## config.mk

```make
export PLATFORM = sky130hd
export DESIGN_NAME = chop_pwm_ctrl
export DESIGN_NICKNAME = d
export VERILOG_FILES = /design/src/rtl/chop_pkg.sv /design/src/rtl/chop_sync.sv /design/src/rtl/chop_timer.sv /design/src/rtl/chop_steer.sv /design/src/rtl/chop_pwm_ctrl.sv
export SDC_FILE = /design/constraint.sdc
export NUM_CORES = 1
export LEC_CHECK = 0
export ABC_AREA = 1
export BUFFER_PORTS_ARGS = -buffer_cell sky130_fd_sc_hd__buf_4
export CORE_ASPECT_RATIO = 1.4
export CORE_MARGIN = 1.5
export CORE_UTILIZATION = 46
export CTS_CLUSTER_SIZE = 12
export DETAILED_ROUTE_END_ITERATION = 7
export PLACE_DENSITY = 0.75
export SYNTH_ARGS = -nofsm -noshare
export SYNTH_HDL_FRONTEND = slang
export SYNTH_SLANG_ARGS = --single-unit
```

## constraint.sdc

```tcl
create_clock -name clk -period 1.57 [get_ports clk]
set_clock_uncertainty 0.05 [all_clocks]
set_input_delay 0.0785 -clock clk [delete_from_list [all_inputs] [get_ports clk]]
set_output_delay 0.0785 -clock clk [all_outputs]
set_load 0.02 [all_outputs]
```

## src/rtl/chop_pkg.sv

```systemverilog
`timescale 1ns/1ps
package chop_pkg;

    // bit positions inside the synchronizer vector
    localparam int SYN_EN  = 0;
    localparam int SYN_PH  = 1;
    localparam int SYN_SY  = 2;
    localparam int SYN_CMP = 3;
    localparam int SYN_W   = 4;

    typedef enum logic [1:0] {
        TM_CHARGE = 2'd0,   // charge interval counting
        TM_FULL   = 2'd1,   // charge complete, waiting for a trip
        TM_DISCH  = 2'd2    // off interval counting
    } tmr_state_e;

    typedef struct packed {
        logic hi_q1;
        logic hi_q2;
        logic lo_q1;
        logic lo_q2;
    } gate_t;

    localparam gate_t GATES_OFF = '0;

    // map direction and flop state onto the four switches
    function automatic gate_t steer_gates(input logic live, input logic dir,
                                          input logic sink_on);
        gate_t g;
        g = GATES_OFF;
        if (live) begin
            if (dir) begin
                g.hi_q1 = 1'b1;
                g.lo_q2 = sink_on;
            end else begin
                g.hi_q2 = 1'b1;
                g.lo_q1 = sink_on;
            end
        end
        return g;
    endfunction

endpackage

```

## src/rtl/chop_sync.sv

```systemverilog
`timescale 1ns/1ps
module chop_sync #(
    parameter int W      = 4,
    parameter int STAGES = 2
) (
    input  logic         clk,
    input  logic         rst,
    input  logic [W-1:0] d,
    output logic [W-1:0] q
);
    logic [STAGES-1:0][W-1:0] stg;

    always_ff @(posedge clk) begin
        if (rst) begin
            stg <= '0;
        end else begin
            stg[0] <= d;
            for (int i = 1; i < STAGES; i++) begin
                stg[i] <= stg[i-1];
            end
        end
    end

    assign q = stg[STAGES-1];
endmodule

```

## src/rtl/chop_timer.sv

```systemverilog
`timescale 1ns/1ps
module chop_timer
    import chop_pkg::*;
#(
    parameter int CHG_CYC = 400,
    parameter int DIS_CYC = 1200
) (
    input  logic clk,
    input  logic rst,
    input  logic run,        // timer mode and bridge enabled
    input  logic tripped,    // flop clear or clearing this cycle
    output logic set_pulse   // end of off interval
);
    localparam int MAXC = (CHG_CYC > DIS_CYC) ? CHG_CYC : DIS_CYC;
    localparam int CW   = $clog2(MAXC + 1);
    localparam logic [CW-1:0] CHG_LAST = CW'(CHG_CYC - 1);
    localparam logic [CW-1:0] DIS_LAST = CW'(DIS_CYC - 1);

    tmr_state_e      state;
    logic [CW-1:0]   cnt;

    always_ff @(posedge clk) begin
        if (rst || !run) begin
            state <= TM_CHARGE;
            cnt   <= '0;
        end else begin
            unique case (state)
                TM_CHARGE: begin
                    if (cnt == CHG_LAST) begin
                        cnt   <= '0;
                        state <= tripped ? TM_DISCH : TM_FULL;
                    end else begin
                        cnt <= cnt + 1'b1;
                    end
                end
                TM_FULL: begin
                    if (tripped) begin
                        state <= TM_DISCH;
                        cnt   <= '0;
                    end
                end
                TM_DISCH: begin
                    if (cnt == DIS_LAST) begin
                        cnt   <= '0;
                        state <= TM_CHARGE;
                    end else begin
                        cnt <= cnt + 1'b1;
                    end
                end
                default: begin
                    state <= TM_CHARGE;
                    cnt   <= '0;
                end
            endcase
        end
    end

    assign set_pulse = run && (state == TM_DISCH) && (cnt == DIS_LAST);
endmodule

```

## src/rtl/chop_steer.sv

```systemverilog
`timescale 1ns/1ps
module chop_steer
    import chop_pkg::*;
#(
    parameter int DT_CYC = 1250
) (
    input  logic  clk,
    input  logic  rst,
    input  logic  en_s,
    input  logic  phase_s,
    input  logic  sink_on,
    output gate_t gates,
    output logic  side_o
);
    localparam int DW = $clog2(DT_CYC + 1);
    localparam logic [DW-1:0] DT_LOAD = DW'(DT_CYC - 1);

    logic          side;
    logic [DW-1:0] dt_cnt;
    logic          live;

    always_ff @(posedge clk) begin
        if (rst) begin
            side   <= 1'b0;
            dt_cnt <= '0;
        end else if (!en_s) begin
            side   <= phase_s;
            dt_cnt <= '0;
        end else if (phase_s != side) begin
            side   <= phase_s;
            dt_cnt <= DT_LOAD;
        end else if (dt_cnt != '0) begin
            dt_cnt <= dt_cnt - 1'b1;
        end
    end

    assign live   = en_s && (phase_s == side) && (dt_cnt == '0);
    assign gates  = steer_gates(live, side, sink_on);
    assign side_o = side;
endmodule

```

## src/rtl/chop_pwm_ctrl.sv

```systemverilog
`timescale 1ns/1ps
module chop_pwm_ctrl
    import chop_pkg::*;
#(
    parameter int CHG_CYC = 400,
    parameter int DIS_CYC = 1200,
    parameter int DT_CYC  = 1250,
    parameter int SYNC_STAGES = 2
) (
    input  logic clk,
    input  logic rst,
    input  logic enable_in,
    input  logic phase_in,
    input  logic sync_mode,
    input  logic sync_in,
    input  logic over_nom_in,
    output logic gate_hi_q1,
    output logic gate_hi_q2,
    output logic gate_lo_q1,
    output logic gate_lo_q2
);
    logic [SYN_W-1:0] raw_vec;
    logic [SYN_W-1:0] syn_vec;
    logic en_s, ph_s, sy_s, cmp_s;
    logic sy_prev, sync_fall;
    logic tmr_set, set_req, reg_on, tripped;
    logic steer_side;
    gate_t gates;

    assign raw_vec[SYN_EN]  = enable_in;
    assign raw_vec[SYN_PH]  = phase_in;
    assign raw_vec[SYN_SY]  = sync_in;
    assign raw_vec[SYN_CMP] = over_nom_in;

    chop_sync #(.W(SYN_W), .STAGES(SYNC_STAGES)) u_sync (
        .clk(clk), .rst(rst), .d(raw_vec), .q(syn_vec)
    );

    assign en_s  = syn_vec[SYN_EN];
    assign ph_s  = syn_vec[SYN_PH];
    assign sy_s  = syn_vec[SYN_SY];
    assign cmp_s = syn_vec[SYN_CMP];

    always_ff @(posedge clk) begin
        if (rst) sy_prev <= 1'b0;
        else     sy_prev <= sy_s;
    end
    assign sync_fall = sy_prev && !sy_s;

    chop_timer #(.CHG_CYC(CHG_CYC), .DIS_CYC(DIS_CYC)) u_timer (
        .clk(clk), .rst(rst),
        .run(en_s && !sync_mode),
        .tripped(tripped),
        .set_pulse(tmr_set)
    );

    assign set_req = sync_mode ? sync_fall : tmr_set;
    assign tripped = !reg_on || cmp_s;

    // regulation flop: clear dominates set
    always_ff @(posedge clk) begin
        if (rst || !en_s)  reg_on <= 1'b0;
        else if (cmp_s)    reg_on <= 1'b0;
        else if (set_req)  reg_on <= 1'b1;
    end

    chop_steer #(.DT_CYC(DT_CYC)) u_steer (
        .clk(clk), .rst(rst), .en_s(en_s), .phase_s(ph_s),
        .sink_on(reg_on), .gates(gates), .side_o(steer_side)
    );

    assign gate_hi_q1 = gates.hi_q1;
    assign gate_hi_q2 = gates.hi_q2;
    assign gate_lo_q1 = gates.lo_q1;
    assign gate_lo_q2 = gates.lo_q2;
endmodule

```

==> metrics.csv <==
metric,value,unit
yosys warns,0,
final wirelength,4429,um
worst flop-to-flop path startpoint,u_steer.dt_cnt[0],
Post-Layout Cell Count,359,
RD Place Congestion,0.8678,
Final WS setup,-0.1486,ns
placed instance area,2001,um2
CORE AREA,3885,um2
dpl cells,334,
first-pass GRT wire length,7189,um
synthesized cell area,1838,um2
CTS Sinks,35,
largest cells by area after synthesis,"dfxtp_1 38%, nand2_1 13%, inv_1 8.8%, nor2_1 8.4%, nand3_1 7.9%",
Place WS,0.03121,ns
TritonRoute pass-1 iters,4,
Crit path depth,9,
"Avg Cell Area, Syn",6.635,um2
share of layout cells above drive strength 1,21.52,%
outcome,finished with violations,
gate count of the mapped netlist,277,
CP required,1.44,ns
CTS Buf Count,5,
clock period minus worst slack,1.719,ns
number of global-route vias before repair,1701,
P per Cell Area,830.1,nW/um2
number of flops mapped to enable cells by yosys,0,
DP HPWL,2765,um
most frequent cells after synthesis,"66 x nand2_1, 43 x inv_1, 41 x nor2_1, 35 x dfxtp_1, 29 x nand3_1",
Clock Latency Late Sink,0.30,ns
fin crit share,109.5,%
"delay-heaviest family, CP",simple AND/OR/NAND/NOR gates,
cell accounting for the most synthesized area,dfxtp_1,
Final Cell Area,2341,um2
H-tree lvl count,2,
global route overflow,0,
Max-Cap Viols,0,
WP data arrival,1.59,ns
Mapped Nets,287,
LEAKAGE,1.094,nW
CP Buf/Inv Count,3,
Hold Crit Class,in -> reg,
RSZ-0062 raised after global routing,yes,
port buffer count,10,
CP Cell Sequence,inv_2 -> ha_4 -> inv_2 -> nor2_4 -> nand3_2 -> nor2_4 -> nand3_4 -> nor3_2 -> buf_4,
drt drc,0,
initial antenna violation count,0,
Die H,77.79,um
sequential area share after synthesis,38.12,%
Worst R2R Path Depth,10,
asr flop ratio synth,0,%
post-synth top area share,38.12,%
VDD IR max,0.0007728,V
# rows,27,
CTS tree,yes,
die area,4389,um2
Worst path slowest cell,dfxtp_2,
"FF+latch count, synth",35,
Clock Pin Slew Worst Setup and Hold Paths,0.08,ns
Rel. slew slack,76.48,%
diode count,0,
Iter 0 DRT Violations,105,
final net count,325,
Netlist cell types,27,
total power,1.943,mW
CTS Root Cell,clkbuf_8,
largest net degree at the start of global routing,14,
achievable frequency,581.9,MHz
setup violators final,4,
Worst R2R Setup Slack,0.05,ns
hold path endpoint,reg_on,
via count,1795,
clock tree buffer depth,2,
"Primary FF master, synth",dfxtp_1,
Routed Antenna Nets,0,
Routed wire per std cell,12.34,um
final core occ,60.26,%
Hold Path Cell Cnt,4,
Initial Util,47.31,%
DR vias/cell,5.000,
Global Route Usage Sum,20.71,%
endpoint class of the critical path,primary output,
chip width,56.43,um
worst hold start,sync_mode,
pins over their slew limit,0,
Final Hold Viols,0,
Least-Margin Pin Slew,0.3514,ns
Startpoint Class,register,
Setup CP Type,reg -> out,
Critical Path Max Stage Delay,0.34,ns
top-count cell post-synth,nand2_1,
failing checks,negative setup slack,
Top Ports,11,
Worst R2R End,u_steer.dt_cnt[10],
Max Fanout on Critical Path,4,
Area Overhead vs Synth,27.37,%
flip-flops by register name, summed over array words and instances, names as in the netlist:
signal / count
reg_on: 1
sy_prev: 1
u_sync.stg: 4
u_steer.dt_cnt: 11
u_timer.cnt: 11
u_steer.side_o: 1
u_timer.state: 2
u_sync.q: 4
layout by cell type (no fill, tap or decap):
cell type / instances
nand2_1: 66
nor2_1: 40
inv_1: 40
dfxtp_1: 34
nand3_1: 26
buf_4: 24
a21oi_1: 17
dlygate4sd3_1: 9
inv_2: 8
nor2_2: 5
clkbuf_8: 5
nand3_2: 4
xor2_1: 4
nor3_2: 4
nand2_2: 3
nand3_4: 3
nand4_1: 3
o21ai_0: 3
nor2_4: 2
o21ai_1: 2
clkinv_4: 2
ha_4: 2
nand2_4: 1
o21ai_2: 1
nor3_1: 1
nand3b_1: 1
o21a_1: 1
o21bai_1: 1
ha_2: 1
bufinv_16: 1
inv_6: 1
dfxtp_2: 1
layer usage:
metal,part of all wire [%],track usage [%]
met1,39,20.12
met2,55,39.07
met3,3.7,5.167
met4,2.9,10.48
met5,0,0
worst register-to-register path: stages, from the launching register on:
cell and delay, ns:
dfxtp_2 0.34, inv_2 0.09, buf_4 0.11, buf_4 0.12
ha_4 0.16, nand2_1 0.11, nor2_2 0.17, nand2_1 0.07
nand2_1 0.06, nand3_1 0.07, a21oi_1 0.12
power by group:
part	switching, mW	internal, mW	total, mW
sequential	0.0104	0.902	0.913
clock	0.375	0.481	0.856
combinational	0.0958	0.0791	0.175
total	0.481	1.46	1.94
area by class of cell:
class / instances / area [um2]
fillers: 327 / 1544
multi-input cells: 191 / 1010
flip-flops and latches: 35 / 701.9
repair buffers: 33 / 270.3
inverters: 49 / 188.9
clock buffers: 5 / 68.82
well taps: 43 / 53.80
clock inverters: 3 / 47.55
worst max path at each step:
stage,from,endpoint
global placement,u_steer.dt_cnt[0],gate_lo_q1
CTS,u_steer.dt_cnt[0],gate_lo_q1
detailed placement,u_steer.dt_cnt[0],gate_lo_q1
floorplan,u_steer.dt_cnt[0],gate_lo_q1
global route,u_steer.dt_cnt[0],gate_lo_q1
finish,u_steer.dt_cnt[0],gate_lo_q1
what timing repair did:
item | CTS | global route
hold buffers | 9 | 0
setup endpoints to repair | 4 | 12
buffers inserted | 5 | 3
hold endpoints to repair | 10 | 0
gates resized for setup | 10 | 8
pin swaps | 6 | 8
cells by family after synthesis:
group / Yosys count / synth area share, %
flip-flops: 35 / 38.12
buffers and inverters: 51 / 10.89
AO/OA/AOI/OAI: 25 / 7.284
AND/OR/NAND/NOR: 159 / 39.76
XOR/XNOR: 4 / 1.906
adder cells (fa/ha/maj): 3 / 2.042
per-stage QoR:
stage	hold slack (ns)	setup TNS [ns]
floorplan	0.1355	-0.06854
global placement	0.2279	0
detailed placement	0.2388	0
CTS	0.08994	-0.6811
global route	0.1142	-0.8128
finish	0.09371	-0.4784
(Power assumes the default switching activity.)
